$ cat src/rtl/spn8_pkg.sv
package spn8_pkg;

    typedef enum logic [2:0] {
        PH_WARM  = 3'd0,
        PH_IDLE  = 3'd1,
        PH_FILL  = 3'd2,
        PH_KTAIL = 3'd3,
        PH_ROUND = 3'd4,
        PH_DRAIN = 3'd5
    } phase_e;

    // Left rotation applied to each data row by the permutation.
    localparam int DROT [4] = '{0, 1, 12, 13};

    // Rotations used by the key-schedule Feistel step.
    localparam int KROT_HEAD = 8;
    localparam int KROT_TAIL = 12;

    // Round constant generator.
    localparam int                RC_W    = 5;
    localparam logic [RC_W-1:0]   RC_SEED = 5'h01;

    function automatic logic [3:0] sbox4(input logic [3:0] x);
        logic [3:0] y;
        case (x)
            4'h0: y = 4'h6;
            4'h1: y = 4'h5;
            4'h2: y = 4'hC;
            4'h3: y = 4'hA;
            4'h4: y = 4'h1;
            4'h5: y = 4'hE;
            4'h6: y = 4'h7;
            4'h7: y = 4'h9;
            4'h8: y = 4'hB;
            4'h9: y = 4'h0;
            4'hA: y = 4'h3;
            4'hB: y = 4'hD;
            4'hC: y = 4'h8;
            4'hD: y = 4'hF;
            4'hE: y = 4'h4;
            default: y = 4'h2;
        endcase
        return y;
    endfunction

endpackage

$ cat src/rtl/spn8_sbox_cols.sv
module spn8_sbox_cols
    import spn8_pkg::*;
#(
    parameter int ROW_W = 16,
    parameter int COLS  = 16
) (
    input  logic [4*ROW_W-1:0] rows_i,
    output logic [4*ROW_W-1:0] rows_o
);

    // A column takes one bit per row; row 0 is the nibble LSB.
    for (genvar c = 0; c < ROW_W; c++) begin : g_col
        if (c < COLS) begin : g_sub
            logic [3:0] nib_in;
            logic [3:0] nib_out;
            assign nib_in = {rows_i[3*ROW_W+c], rows_i[2*ROW_W+c],
                             rows_i[ROW_W+c],   rows_i[c]};
            assign nib_out = sbox4(nib_in);
            assign rows_o[c]         = nib_out[0];
            assign rows_o[ROW_W+c]   = nib_out[1];
            assign rows_o[2*ROW_W+c] = nib_out[2];
            assign rows_o[3*ROW_W+c] = nib_out[3];
        end else begin : g_pass
            assign rows_o[c]         = rows_i[c];
            assign rows_o[ROW_W+c]   = rows_i[ROW_W+c];
            assign rows_o[2*ROW_W+c] = rows_i[2*ROW_W+c];
            assign rows_o[3*ROW_W+c] = rows_i[3*ROW_W+c];
        end
    end

endmodule

$ cat src/rtl/spn8_round.sv
module spn8_round
    import spn8_pkg::*;
#(
    parameter int ROW_W = 16
) (
    input  logic [4*ROW_W-1:0] st_i,
    input  logic [4*ROW_W-1:0] rk_i,
    output logic [4*ROW_W-1:0] st_o
);

    localparam int BLK_W = 4 * ROW_W;

    logic [BLK_W-1:0] keyed;
    logic [BLK_W-1:0] subst;

    assign keyed = st_i ^ rk_i;

    spn8_sbox_cols #(.ROW_W(ROW_W), .COLS(ROW_W)) u_sbox (
        .rows_i (keyed),
        .rows_o (subst)
    );

    // Row-wise left rotation, taken from a doubled copy of each row.
    for (genvar r = 0; r < 4; r++) begin : g_row
        logic [2*ROW_W-1:0] twin;
        assign twin = {subst[r*ROW_W +: ROW_W], subst[r*ROW_W +: ROW_W]};
        assign st_o[r*ROW_W +: ROW_W] = twin[2*ROW_W-1-DROT[r] -: ROW_W];
    end

endmodule

$ cat src/rtl/spn8_keysched.sv
module spn8_keysched
    import spn8_pkg::*;
#(
    parameter int ROW_W   = 16,
    parameter int SB_COLS = 4
) (
    input  logic [5*ROW_W-1:0] key_i,
    input  logic [RC_W-1:0]    rc_i,
    output logic [5*ROW_W-1:0] key_o
);

    localparam int LOW_W = 4 * ROW_W;

    logic [LOW_W-1:0]   sub;
    logic [ROW_W-1:0]   r0, r1, r2, r3, r4;
    logic [2*ROW_W-1:0] r0_twin, r3_twin;
    logic [ROW_W-1:0]   head, tail, head_rc;

    spn8_sbox_cols #(.ROW_W(ROW_W), .COLS(SB_COLS)) u_sbox (
        .rows_i (key_i[LOW_W-1:0]),
        .rows_o (sub)
    );

    assign r0 = sub[0*ROW_W +: ROW_W];
    assign r1 = sub[1*ROW_W +: ROW_W];
    assign r2 = sub[2*ROW_W +: ROW_W];
    assign r3 = sub[3*ROW_W +: ROW_W];
    assign r4 = key_i[LOW_W +: ROW_W];

    assign r0_twin = {r0, r0};
    assign r3_twin = {r3, r3};
    assign head    = r0_twin[2*ROW_W-1-KROT_HEAD -: ROW_W] ^ r1;
    assign tail    = r3_twin[2*ROW_W-1-KROT_TAIL -: ROW_W] ^ r4;
    assign head_rc = head ^ {{(ROW_W-RC_W){1'b0}}, rc_i};

    assign key_o = {r0, tail, r3, r2, head_rc};

endmodule

$ cat src/rtl/spn8_cipher.sv
module spn8_cipher
    import spn8_pkg::*;
#(
    parameter int ROW_W  = 16,
    parameter int PORT_W = 8,
    parameter int ROUNDS = 25
) (
    input  logic              clk,
    input  logic              rst_n,
    input  logic              go_i,
    input  logic [PORT_W-1:0] txt_i,
    input  logic [PORT_W-1:0] key_i,
    output logic [PORT_W-1:0] txt_o,
    output logic              txt_vld_o
);

    localparam int BLK_W      = 4 * ROW_W;
    localparam int KEY_W      = 5 * ROW_W;
    localparam int DATA_BEATS = BLK_W / PORT_W;
    localparam int KEY_TAIL   = (KEY_W - BLK_W) / PORT_W;
    localparam int MAXC       = (ROUNDS > DATA_BEATS) ? ROUNDS : DATA_BEATS;
    localparam int CNT_W      = $clog2(MAXC);

    localparam logic [CNT_W-1:0] LAST_DATA  = CNT_W'(DATA_BEATS - 1);
    localparam logic [CNT_W-1:0] LAST_TAIL  = CNT_W'(KEY_TAIL - 1);
    localparam logic [CNT_W-1:0] LAST_ROUND = CNT_W'(ROUNDS - 1);

    typedef struct packed {
        phase_e             ph;
        logic [CNT_W-1:0]   cnt;
        logic [BLK_W-1:0]   st;
        logic [KEY_W-1:0]   key;
        logic [RC_W-1:0]    rc;
    } regs_t;

    regs_t q, d;

    logic [BLK_W-1:0] rnd_out;
    logic [KEY_W-1:0] key_nx;
    logic [RC_W-1:0]  rc_nx;

    spn8_round #(.ROW_W(ROW_W)) u_round (
        .st_i (q.st),
        .rk_i (q.key[BLK_W-1:0]),
        .st_o (rnd_out)
    );

    spn8_keysched #(.ROW_W(ROW_W), .SB_COLS(4)) u_ksched (
        .key_i (q.key),
        .rc_i  (q.rc),
        .key_o (key_nx)
    );

    assign rc_nx = {q.rc[RC_W-2:0], q.rc[RC_W-1] ^ q.rc[2]};

    always_comb begin
        d = q;
        case (q.ph)
            PH_WARM: begin
                d.ph  = PH_IDLE;
                d.cnt = '0;
            end
            PH_IDLE: begin
                d.cnt = '0;
                if (go_i) d.ph = PH_FILL;
            end
            PH_FILL: begin
                d.st  = {q.st[BLK_W-PORT_W-1:0], txt_i};
                d.key = {q.key[KEY_W-PORT_W-1:0], key_i};
                if (q.cnt == LAST_DATA) begin
                    d.ph  = PH_KTAIL;
                    d.cnt = '0;
                end else begin
                    d.cnt = q.cnt + 1'b1;
                end
            end
            PH_KTAIL: begin
                d.key = {q.key[KEY_W-PORT_W-1:0], key_i};
                if (q.cnt == LAST_TAIL) begin
                    d.ph  = PH_ROUND;
                    d.cnt = '0;
                    d.rc  = RC_SEED;
                end else begin
                    d.cnt = q.cnt + 1'b1;
                end
            end
            PH_ROUND: begin
                d.key = key_nx;
                d.rc  = rc_nx;
                if (q.cnt == LAST_ROUND) begin
                    d.st  = rnd_out ^ key_nx[BLK_W-1:0];
                    d.ph  = PH_DRAIN;
                    d.cnt = '0;
                end else begin
                    d.st  = rnd_out;
                    d.cnt = q.cnt + 1'b1;
                end
            end
            PH_DRAIN: begin
                d.st = {q.st[BLK_W-PORT_W-1:0], {PORT_W{1'b0}}};
                if (q.cnt == LAST_DATA) begin
                    d.ph  = PH_WARM;
                    d.cnt = '0;
                end else begin
                    d.cnt = q.cnt + 1'b1;
                end
            end
            default: begin
                d.ph  = PH_WARM;
                d.cnt = '0;
            end
        endcase
    end

    always_ff @(posedge clk or negedge rst_n) begin
        if (!rst_n) q <= '0;
        else        q <= d;
    end

    assign txt_vld_o = (q.ph == PH_DRAIN);
    assign txt_o     = txt_vld_o ? q.st[BLK_W-1 -: PORT_W] : '0;

endmodule

$ cat config.mk
export PLATFORM = sky130hd
export DESIGN_NAME = spn8_cipher
export DESIGN_NICKNAME = d
export VERILOG_FILES = /design/src/rtl/spn8_pkg.sv /design/src/rtl/spn8_sbox_cols.sv /design/src/rtl/spn8_round.sv /design/src/rtl/spn8_keysched.sv /design/src/rtl/spn8_cipher.sv
export SDC_FILE = /design/constraint.sdc
export NUM_CORES = 1
export LEC_CHECK = 0
export BUFFER_PORTS_ARGS = -buffer_cell sky130_fd_sc_hd__buf_4
export CAP_MARGIN = 20
export CORE_ASPECT_RATIO = 1.2
export CORE_UTILIZATION = 40
export CTS_CLUSTER_DIAMETER = 30
export DETAILED_ROUTE_END_ITERATION = 12
export PLACE_DENSITY = 0.58
export SYNTH_ARGS = -nofsm -noshare
export SYNTH_HDL_FRONTEND = slang
export SYNTH_HIERARCHICAL = 1
export SYNTH_SLANG_ARGS = --single-unit
$ cat constraint.sdc
create_clock -name clk -period 3.93 [get_ports clk]
set_clock_uncertainty 0.1 [all_clocks]
set_input_delay 0.786 -clock clk [delete_from_list [all_inputs] [get_ports clk]]
set_output_delay 0.786 -clock clk [all_outputs]
set_load 0.02 [all_outputs]
; Word level (Yosys, flattened, before mapping)
; Memory sizes are Yosys's and may differ from the RTL's.
; Index checks and enable logic that the tools add are counted.
[word_totals]
regBits = 157
latchBits = 0
ramBits = 0
rom_bits = 1280
input_bits = 19
out_inout_bits = 9
wordCells = 66
n_memories = 20
[memory_table]
columns = memory, depth, word_bits, read_ports, rd_ports_with_merged_regs, wr, line_no
row1 = (name not given), 16, 4, 1, 0, 0, spn8_pkg.sv:25  ; case (x)
row2 = (name not given), 16, 4, 1, 0, 0, spn8_pkg.sv:25
row3 = (name not given), 16, 4, 1, 0, 0, spn8_pkg.sv:25
row4 = (name not given), 16, 4, 1, 0, 0, spn8_pkg.sv:25
row5 = (name not given), 16, 4, 1, 0, 0, spn8_pkg.sv:25
row6 = (name not given), 16, 4, 1, 0, 0, spn8_pkg.sv:25
row7 = 14 more memories, -, -, -, -, -, -
[classes]
add_sub_neg = 1
n_mul = 0
n_div = 0
magnitude_cmp = 0
n_eq_ne = 13
n_shift = 0
n_mux = 14
n_bitwise = 6
n_reduce_logical = 7
[ops]
columns = operator, count
row1 = $pmux 64 s3, 1
row2 = $pmux 80 s2, 1
row3 = $xor 64x64->64, 2
row4 = $mux 69, 1
row5 = $pmux 8 s6, 1
row6 = $xor 16x16->16, 2
row7 = $xor 16x5->16, 1
row8 = $mux 3, 5
row9 = $mux 5, 3
row10 = $pmux 5 s2, 1
row11 = $mux 8, 1
row12 = $ne 2x2->1 const B, 4
row13 = $eq 3x2->1 const B, 2
row14 = $eq 3x3->1 const B, 2
row15 = $add 5x1->5 const B, 1
row16 = $eq 5x1->1 const B, 1
row17 = $eq 5x3->1 const B, 1
row18 = $eq 5x5->1 const B, 1
row19 = $reduce_and 5->1, 1
row20 = $reduce_bool 2->1, 2
row21 = $eq 3x1->1 const B, 1
row22 = $logic_not 3->1, 1
row23 = $reduce_bool 3->1, 1
row24 = $ne 2x1->1 const B, 1
row25 = other kinds (3), 3

; Depth between registers and ports, before layout
; An unclocked memory read counts as a cell.
[depth]
depth_word = 6
ltp_mapped = 9

; Cells and area by module
; The synthesis kept the hierarchy.
[by_module_without_submodules]
columns = module, instances, cells_each, area_per_inst_um2, seq_area_each_um2
row1 = spn8_cipher, 1, 847, 7951.4, 3928.8
row2 = spn8_sbox_cols (u_round.u_sbox), 1, 398, 2971.6, 0.0
row3 = spn8_sbox_cols (u_ksched.u_sbox), 1, 142, 1093.5, 0.0
row4 = spn8_round, 1, 64, 560.5, 0.0
row5 = spn8_keysched, 1, 32, 355.3, 0.0

; Worst setup path before layout
; Ideal clock, no wire load.
[synth_timing]
kind = register -> output
startpoint = reg q[155] (netlist bit)
endpoint = out txt_o[0]
arrival_ns = 1.492
t_required_ns = 3.044
path_slack_ns = 1.552
path_stages_with_launch = 5
path_buffers = 1
path_cell_list = dfrtp_1 buf_4 nand2b_1 nor2_1 and2_1
[synth_via]
elab_chain_cells = 2
[synth_rtl]
columns = element, line_no
row1 = start: declaration, spn8_cipher.sv:36  ; regs_t q, d;
row2 = start signal: assignment, spn8_cipher.sv:116  ; if (!rst_n) q <= '0;
row3 = start signal: assignment, spn8_cipher.sv:117  ; else q <= d;
row4 = $eq 3x3->1, spn8_cipher.sv:120  ; assign txt_vld_o = (q.ph == PH_DRAIN);
row5 = net txt_vld_o, spn8_cipher.sv:14  ; output logic txt_vld_o
row6 = $mux 8, spn8_cipher.sv:121  ; assign txt_o = txt_vld_o ? q.st[BLK_W-1 -: PORT_W] : '0;
row7 = end: declaration, spn8_cipher.sv:13  ; output logic [PORT_W-1:0] txt_o,
; The timed path passes the listed nets, and every way through them passes these cells.

; Final worst setup path
[layout_timing]
startpoint = reg q[156] (netlist bit)
endpoint = out txt_o[1]
[layout_via]
elab_chain_cells = 2
[layout_rtl]
columns = element, line_no
row1 = $eq 3x3->1, spn8_cipher.sv:120
row2 = $mux 8, spn8_cipher.sv:121
; No other way between the ends.

==> impl_metrics.yaml <==
cts:
  cts_root_buf: "clkbuf_16"
  clk_pin_slew_ns: 0.07
  cts_setup_buffers: 0
  clk_latency_ns: 0.43
  cts.sinks: 157
  cts_tree: "built"
  htreeDepth: 4
  cts_inserted_buffers: 17
  cts_resized: 0
  cts-hold-fix-buffers: 0
  cts_buffer_depth: 2
sta:
  setup_violations: 0
  fmax_mhz: 315.0
  slew_headroom_pct: 35.14
  period_needed_ns: 3.174
  whs_ns: 0.3075
  fin_crit_sh_pct: 80.77
  drv_slew: 0
  worstMarginPinSlew_ns: 0.9729
  setup_tns_ns: 0
  rsz0062_at_grt: "false"
  final_hold_viol_count: 0
grt:
  grt_max_degree: 83
  antenna_found_initial: 0
  grt_pass1_vias: 9444
  grt_pass1_wl_mm: 53.01
  grt_use_total_pct: 20.47
  overflow: 0
critical_path:
  end_kind: "output port"
  worst_ep_arrival_time_ns: 2.29
  r2r-start: "q[7]"
  r2r_slack_ns: 1.21
  start_kind: "register"
  rr_endpoint: "q[104]"
  cp.required_ns: 3.04
  crit_fanout: 10
  path_class: "reg2out"
  r2r_cells: 7
floorplanning:
  die_w_um: 166.1
  num_rows: 71
  core_um2: 31630
  die_y_um: 199.0
  ios: 28
  floorplan.die_area_um2: 33060
  start_util_pct: 40.89
logic_synthesis:
  synthesis.area_um2: 12930
  synth_edf_count: 0
  synth_ff_type: "dfrtp_1"
  synth_area_per_cell_um2: 8.720
  synth_compound_area_share_pct: 15.92
  ys_seq_area_share_pct: 30.38
  yosysWarnings: 6
  async_flop_share_pct: 100.0
  synth_cell_types: 45
  syn_inst: 1483
  synth-xor-area-share_pct: 13.45
  synth_fa_ha_area_share_pct: 10.93
  synth.area.mux_share_pct: 3.802
  yosys.area_share.simple_pct: 16.82
  ys_seq_elements: 157
  synth_top_family_by_area: "simple AND/OR/NAND/NOR gates"
  syn_nets: 1615
final_layout:
  reg.largest.list: "q: 157 flops"
  top_register: "q"
  fin_nets: 1537
  largest_reg_flops: 157
  ff_latch_area_um2: 3929
  layout_commonest_cell: "nand2_1"
  n_fill_cell: 3164
  final_cells: 1819
  diodes: 0
  area_growth_pct: 4.528
  multi_input_area_um2: 7911
  final_cell_mix: "nand2_1 (330), xor2_1 (158), dfrtp_1 (157), ha_1 (113), a22oi_1 (90)"
  drive_gt1_share_pct: 9.027
detailed_routing:
  dr_total_vias: 9779
  drc: 2
  ant_nets: 0
  routed_wl_mm: 32.70
  post_drt_via_cell_ratio: 5.376
  drtPass1Iterations: 10
  post_drt_wl_per_cell_um: 17.98
  drt-initial-drc-count: 615
hold_path:
  hold_class: "in2async"
place:
  dp_hpwl_mm: 22.71
  port_buffers: 27
  place_inst: 1787
  place.gp.congestion: 0.8241
run_status:
  status: "finished with violations"
  violations: "DRC"
flow_run:
  drv_cap: 0
## worst max-delay path by stage
stage	start	to	slack (ns)	depth (start not counted)
2_1_floorplan	q[155]	txt_o[0]	1.55	4
3_3_place_gp	q[156]	txt_o[1]	1.25	4
3_5_place_dp	q[156]	txt_o[1]	1.17	4
4_1_cts	q[156]	txt_o[1]	0.69	4
5_1_grt	q[156]	txt_o[1]	0.55	4
6_report	q[156]	txt_o[1]	0.76	4
## synthesized netlist by cell type, types with 2 or more instances
cell type  number  area [µm²]
o31ai_1        17       127.6
and2_1         19       118.9
nand2_1       331        1242
and2_0          4       25.02
buf_6          17       191.4
nor3b_1        13       97.59
nor2b_1        20       125.1
o211ai_1       42       315.3
a22o_1          4       35.03
dfrtp_1       157        3929
xnor2_1        27       236.5
nand3_1        59       295.3
a211oi_1        8       60.06
inv_1          51       191.4
o211ai_2       18       225.2
nor2_1         27       101.4
nand2b_4        2       27.53
clkbuf_1       14       52.55
mux2i_1        21       210.2
a21oi_1        33       165.2
ha_1          113        1414
nand2b_1       11       68.82
o21ai_1        55       275.3
o21ai_0        15       75.07
a22oi_1        90       675.7
a31oi_1         4       25.02
buf_2          44       220.2
mux2_2         25       281.5
buf_4          62       465.5
xor2_1        158        1384
o21a_1          4       30.03
xor3_1          5       118.9
## cells by family after synthesis
group,count (synthesis)
DFF,157
AOI/OAI and AO/OA,296
and+or+nand+nor,492
buffers and inverters,189
xor gates and xnor gates,190
muxes,46
adders and majority gates,113
## metal layers
layer,vias up,track usage (%),wire [µm]
met3,29,2.567,1198
li1,4792,-,-
met4,0,6.507,605
met2,186,33.54,15180
met5,-,0,0
met1,4772,28.02,15720
## critical path, stage by stage, from the launching register on
cell	delay, ns
dfrtp_1	0.62
nand2b_1	0.26
nor2_1	0.60
and2_1	0.23
buf_4	0.14
## area by class of cell
class	count	share of cell area, %
multi-input combinational	1137	58.52
inverter	51	1.416
clock buffer	21	3.554
clock inverter	11	1.148
timing repair buffer	41	2.582
sequential	157	29.06
tap	401	3.712
## per-stage QoR
| stage | cell area, µm² | util, % | worst slack, ns |
|---|---|---|---|
| floorplan | 12930 | - | 1.552 |
| global placement | 12880 | 40.73 | 1.245 |
| detailed placement | 12880 | 40.73 | 1.169 |
| CTS | 13520 | 42.74 | 0.6901 |
| global route | 13520 | 42.74 | 0.5493 |
| finish | 13520 | 42.74 | 0.7557 |
Power is left out: the tool's default activity adds up to more than one toggle a clock period on the data nets, which glitch-free logic cannot reach.
